[src/rtl/card_dec_pkg.sv]
package card_dec_pkg;
    typedef enum logic [2:0] {
        TGT_IDLE = 3'd0,
        TGT_ROM  = 3'd1,
        TGT_RAM  = 3'd2,
        TGT_FDC  = 3'd3,
        TGT_RTC  = 3'd4
    } tgt_e;

    localparam int FDC_IDX_W = 2;
    localparam int RTC_IDX_W = 4;
endpackage

[src/rtl/card_win_match.sv]
module card_win_match #(
    parameter int          ADDR_W   = 21,
    parameter logic [31:0] MASK_STD = 32'h0007_E000,
    parameter logic [31:0] BASE_STD = 32'h0007_4000,
    parameter logic [31:0] MASK_ALT = 32'h001F_E000,
    parameter logic [31:0] BASE_ALT = 32'h0017_4000
) (
    input  logic [ADDR_W-1:0] addr,
    input  logic              alt_mode,
    output logic              hit
);
    localparam logic [ADDR_W-1:0] M_S = MASK_STD[ADDR_W-1:0];
    localparam logic [ADDR_W-1:0] B_S = BASE_STD[ADDR_W-1:0];
    localparam logic [ADDR_W-1:0] M_A = MASK_ALT[ADDR_W-1:0];
    localparam logic [ADDR_W-1:0] B_A = BASE_ALT[ADDR_W-1:0];

    logic hit_std, hit_alt;

    always_comb begin
        hit_std = ((addr & M_S) == B_S);
        hit_alt = ((addr & M_A) == B_A);
        hit     = alt_mode ? hit_alt : hit_std;
    end
endmodule

[src/rtl/card_region_dec.sv]
module card_region_dec
    import card_dec_pkg::*;
#(
    parameter int OFF_W      = 13,
    parameter int RAM_OFF_W  = 10,
    parameter int ROM_PAGE_W = 2,
    parameter int RAM_PAGE_W = 1
) (
    input  logic [OFF_W-1:0]            off,
    input  logic                        rd,
    input  logic                        sel,
    input  logic                        ovl,
    input  logic [ROM_PAGE_W-1:0]       rom_page,
    input  logic [RAM_PAGE_W-1:0]       ram_page,
    output tgt_e                        tgt,
    output logic                        presel,
    output logic [ROM_PAGE_W+OFF_W-1:0] rom_a,
    output logic [RAM_PAGE_W+RAM_OFF_W-1:0] ram_a,
    output logic [FDC_IDX_W-1:0]        fdc_idx,
    output logic [RTC_IDX_W-1:0]        rtc_idx
);
    // Top 16 bytes belong to the controller; the top 32 to the clock.
    localparam int FDC_LO = 4;
    localparam int RTC_LO = 5;

    logic last_k, fdc_zone, rtc_zone;

    always_comb begin
        last_k   = &off[OFF_W-1:RAM_OFF_W];
        // bit 3 clear selects the read half, set selects the write half
        fdc_zone = (&off[OFF_W-1:FDC_LO]) && (off[3] != rd);
        rtc_zone = (&off[OFF_W-1:RTC_LO]) && !off[0];

        presel   = sel && !ovl && fdc_zone;
        rom_a    = {rom_page, off};
        ram_a    = {ram_page, off[RAM_OFF_W-1:0]};
        fdc_idx  = off[2:1];
        rtc_idx  = off[4:1];

        if (!sel)                          tgt = TGT_IDLE;
        else if (!last_k)                  tgt = rd ? TGT_ROM : TGT_IDLE;
        else if (presel && !off[0])        tgt = TGT_FDC;
        else if (ovl && rtc_zone)          tgt = TGT_RTC;
        else                               tgt = TGT_RAM;
    end
endmodule

[src/rtl/card_addr_decoder.sv]
module card_addr_decoder
    import card_dec_pkg::*;
#(
    parameter int ADDR_W     = 21,
    parameter int OFF_W      = 13,
    parameter int RAM_OFF_W  = 10,
    parameter int ROM_PAGE_W = 2,
    parameter int RAM_PAGE_W = 1,
    localparam int ROM_A_W   = ROM_PAGE_W + OFF_W,
    localparam int RAM_A_W   = RAM_PAGE_W + RAM_OFF_W
) (
    input  logic                  clk,
    input  logic                  rst_n,
    input  logic [ADDR_W-1:0]     host_addr,
    input  logic                  host_rd,
    input  logic                  alt_host,
    input  logic                  card_en,
    input  logic                  clk_ovl,
    input  logic [ROM_PAGE_W-1:0] rom_bank,
    input  logic [RAM_PAGE_W-1:0] ram_page,
    output logic                  rom_sel,
    output logic [ROM_A_W-1:0]    rom_addr,
    output logic                  ram_sel,
    output logic [RAM_A_W-1:0]    ram_addr,
    output logic                  fdc_presel,
    output logic                  fdc_sel,
    output logic [1:0]            fdc_reg,
    output logic                  rtc_sel,
    output logic [3:0]            rtc_reg
    ,output logic                 rd_drive
);
    logic                 win_hit, card_hit;
    tgt_e                 tgt_d, tgt_q;
    logic                 pre_d, pre_q, rd_q;
    logic [ROM_A_W-1:0]   rom_a_d, rom_a_q;
    logic [RAM_A_W-1:0]   ram_a_d, ram_a_q;
    logic [1:0]           fdc_d, fdc_q;
    logic [3:0]           rtc_d, rtc_q;

    card_win_match #(.ADDR_W(ADDR_W)) u_win (
        .addr     (host_addr),
        .alt_mode (alt_host),
        .hit      (win_hit)
    );

    assign card_hit = win_hit && card_en;

    card_region_dec #(
        .OFF_W(OFF_W), .RAM_OFF_W(RAM_OFF_W),
        .ROM_PAGE_W(ROM_PAGE_W), .RAM_PAGE_W(RAM_PAGE_W)
    ) u_region (
        .off      (host_addr[OFF_W-1:0]),
        .rd       (host_rd),
        .sel      (card_hit),
        .ovl      (clk_ovl),
        .rom_page (rom_bank),
        .ram_page (ram_page),
        .tgt      (tgt_d),
        .presel   (pre_d),
        .rom_a    (rom_a_d),
        .ram_a    (ram_a_d),
        .fdc_idx  (fdc_d),
        .rtc_idx  (rtc_d)
    );

    // State register: the decoded target of the access just sampled.
    always_ff @(posedge clk or negedge rst_n) begin
        if (!rst_n) begin
            tgt_q   <= TGT_IDLE;
            pre_q   <= 1'b0;
            rd_q    <= 1'b0;
            rom_a_q <= '0;
            ram_a_q <= '0;
            fdc_q   <= '0;
            rtc_q   <= '0;
        end else begin
            tgt_q   <= tgt_d;
            pre_q   <= pre_d;
            rd_q    <= host_rd;
            rom_a_q <= rom_a_d;
            ram_a_q <= ram_a_d;
            fdc_q   <= fdc_d;
            rtc_q   <= rtc_d;
        end
    end

    // Output process: one-hot selects driven from the state.
    always_comb begin
        rom_sel    = 1'b0;
        rom_addr   = '0;
        ram_sel    = 1'b0;
        ram_addr   = '0;
        fdc_sel    = 1'b0;
        fdc_reg    = '0;
        rtc_sel    = 1'b0;
        rtc_reg    = '0;
        fdc_presel = pre_q;
        rd_drive   = rd_q && (tgt_q != TGT_IDLE);
        unique case (tgt_q)
            TGT_IDLE: ;
            TGT_ROM: begin
                rom_sel  = 1'b1;
                rom_addr = rom_a_q;
            end
            TGT_RAM: begin
                ram_sel  = 1'b1;
                ram_addr = ram_a_q;
            end
            TGT_FDC: begin
                fdc_sel  = 1'b1;
                fdc_reg  = fdc_q;
            end
            TGT_RTC: begin
                rtc_sel  = 1'b1;
                rtc_reg  = rtc_q;
            end
            default: ;
        endcase
    end
endmodule

[config.mk]
export PLATFORM = sky130hd
export DESIGN_NAME = card_addr_decoder
export DESIGN_NICKNAME = d
export VERILOG_FILES = /design/src/rtl/card_dec_pkg.sv /design/src/rtl/card_win_match.sv /design/src/rtl/card_region_dec.sv /design/src/rtl/card_addr_decoder.sv
export SDC_FILE = /design/constraint.sdc
export NUM_CORES = 1
export LEC_CHECK = 0
export ABC_CLOCK_PERIOD_IN_PS = 1500
export BUFFER_PORTS_ARGS = -buffer_cell sky130_fd_sc_hd__buf_2
export CORE_MARGIN = 3
export CORE_UTILIZATION = 40
export DETAILED_ROUTE_END_ITERATION = 6
export GPL_ROUTABILITY_DRIVEN = 0
export PLACE_DENSITY = 0.79
export SYNTH_ARGS = -nofsm -noshare
export SYNTH_HDL_FRONTEND = slang
export SYNTH_SLANG_ARGS = --single-unit
[constraint.sdc]
create_clock -name clk -period 1.5 [get_ports clk]
set_clock_uncertainty 0.1 [all_clocks]
set_input_delay 0.45 -clock clk [delete_from_list [all_inputs] [get_ports clk]]
set_output_delay 0.45 -clock clk [all_outputs]
set_load 0.05 [all_outputs]
==> impl_metrics.env <==
export IMPL_run_status="finished with violations"
export IMPL_violations="negative setup slack"
export IMPL_fin_crit_sh=1.43
export IMPL_final_nets=193
export IMPL_antenna_found_initial=0
export IMPL_initial_core_util=0.429
export IMPL_synthTopCellsByArea="dfrtp_1 55%, and2_1 21%, and4b_1 3.1%"
export IMPL_core_area_um2=2230
export IMPL_dieArea_um2=3020
export IMPL_grt_pass1_wl_um=5050
export IMPL_synth_nets=112
export IMPL_yosysSeqAreaShare=0.548
export IMPL_powerDensity_nw_per_um2=504
export IMPL_clock_sinks=21
export IMPL_synth_avg_cell_area_um2=11.7
export IMPL_drive_gt1_frac=0.747
export IMPL_synth_cell_type_count=23
export IMPL_end_kind="output pin"
export IMPL_place_port_buffers=67
export IMPL_ios=68
export IMPL_final_cell_mix="35 x buf_8, 32 x and2_4, 29 x buf_2"
export IMPL_area_growth_pct=100
export IMPL_dp_cells=180
export IMPL_leakage_nw=0.937
export IMPL_die_w_um=55.0
export IMPL_synth_cells=82
export IMPL_critPathKind="reg -> out"
export IMPL_final_cells=190
export IMPL_clk_pin_slew_ns=0.13
export IMPL_path_delay_family="flip-flops"
export IMPL_cts_htree_levels=1
export IMPL_die_h_um=55.0
export IMPL_tns_ns=-21.13
export IMPL_worst_slack_ns=-0.645
export IMPL_cp_required_ns=0.95
export IMPL_hold_viol=0
export IMPL_tritoncts="done"
export IMPL_grt_max_degree=22
export IMPL_tightest_slew_ns=0.442
export IMPL_drc=0
export IMPL_synth_ff_latch_count=21
export IMPL_synth_top_area_cell="dfrtp_1"
export IMPL_syn_area_um2=958
export IMPL_layout_commonest_cell="buf_8"
export IMPL_drtPass1Iterations=4
export IMPL_cts_max_path_buffers=2
export IMPL_ant_nets=0
export IMPL_clock_fmax_mhz=466
export IMPL_via_count=981
export IMPL_wl_um=3460
export IMPL_synthDominantCellAreaShare=0.548
export IMPL_ir_drop_mv=0.577
export IMPL_cpMaxStageDelayCell="dfrtp_2"
export IMPL_max_stage_delay_ns=0.49
export IMPL_n_fill_cell=101
export IMPL_final_core_util=0.859
export IMPL_cp_start_kind="flop"
export IMPL_drv_cap=0
export IMPL_cts_root_buf="clkbuf_4"
export IMPL_track_usage=0.250
export IMPL_finalCriticalPeriod_ns=2.14
export IMPL_wl_per_cell_um=18.2
export IMPL_crit_path_cell_trace="nor3b_4 > buf_6 > and2_4 > buf_8"
export IMPL_relSlewSlack=0.706
export IMPL_drt_iter0_drc=10
export IMPL_critPathBufInv=2
export IMPL_dp_hpwl_um=1920
export IMPL_hp_class="in -> reg"
export IMPL_core_rowCount=17
export IMPL_finalMaxSlewViolations=0
export IMPL_diodes=0
export IMPL_viasPerCell=5.16
export IMPL_grt_pass1_vias=1014
export IMPL_crit_fanout=7
export IMPL_yosys_warnings=0
export IMPL_rsz0062_at_grt="yes"
export IMPL_grt_overflow=0
export IMPL_cts_buffers=3
export IMPL_setup_viol=37
export IMPL_cp_arrival_ns=1.59
-- area by class of cell --
type	count	area (µm²)	area share
repair buffers	78	812	0.423
multi-input cells	58	510	0.266
clock inverters	1	5.00	0.00261
inverters	1	3.75	0.00196
well taps	28	35.0	0.0183
clock buffers	3	22.5	0.0117
flip-flops and latches	21	529	0.276
-- logic make-up after synthesis --
logic type | count (synthesis) | share of synthesized area
xor gates and xnor gates | 1 | 0.00914
and+or+nand+nor | 52 | 0.383
AOI/OAI and AO/OA | 5 | 0.0431
buffers and inverters | 3 | 0.0170
DFF | 21 | 0.548
-- layer usage --
metal,GRT usage,routed length (µm)
met5,0,0
met4,0.101,67
met3,0.0429,164
met2,0.459,1910
met1,0.286,1320
-- metrics by stage --
step / instance area [µm²] / total power (W) / hold WS (ns) / setup WS [ns]
5_1_grt: 1920 / 0.00101 / 0.124 / -0.688
3_3_place_gp: 1450 / 0.000685 / 0.310 / -0.271
4_1_cts: 1860 / 0.000953 / 0.143 / -0.567
2_1_floorplan: 1070 / 0.000629 / 0.0544 / -0.419
3_5_place_dp: 1450 / 0.000690 / 0.321 / -0.306
6_report: 1920 / 0.000966 / 0.138 / -0.645
-- registers in the layout, summed over array words and instances, names as in the netlist --
signal      cells
rom_a_q         5
rd_q            1
tgt_q           3
ram_a_q         8
fdc_presel      1
rtc_q           3
-- timing repair --
| item | CTS | global route |
|---|---|---|
| resized for setup | 108 | 9 |
| endpoints found under the setup margin | 37 | 38 |
| setup buffers | 1 | 4 |
| pin swaps | 15 | 7 |
| endpoints found under the hold margin | 21 | 0 |
| hold buffers | 1 | 0 |
-- synth_stat cells, drive strengths merged --
cell / number
inv: 1
nand2b: 2
dfrtp: 21
nand4: 1
o211ai: 1
nand3b: 1
and3: 2
a31oi: 1
o31a: 1
and3b: 2
o21ba: 1
nor2b: 2
and4b: 3
o2111ai: 1
nand4b: 1
nor3: 2
xor2: 1
buf: 2
nor3b: 3
nand3: 1
and2: 32
-- where the power goes --
group	total (W)	leakage (nW)	internal (W)	switching [W]
Sequential	0.000605	0.249	0.000589	0.0000162
Clock	0.000276	0.0177	0.0000997	0.000176
Combinational	0.0000843	0.671	0.0000414	0.0000429
-- path summary, 6_finish.rpt --
| check | from | to | slack [ns] | depth (start not counted) |
|---|---|---|---|---|
| max in group asynchronous | rst_n | tgt_q[2] | 0.45 | 2 |
| min in group asynchronous | rst_n | ram_a_q[7] | 0.50 | 2 |
| hold / removal | host_addr[10] | rom_a_q[10] | 0.14 | 1 |
| setup / recovery | tgt_q[0] | rom_addr[11] | -0.64 | 4 |
Note: power is estimated with default switching activity, not from simulation.
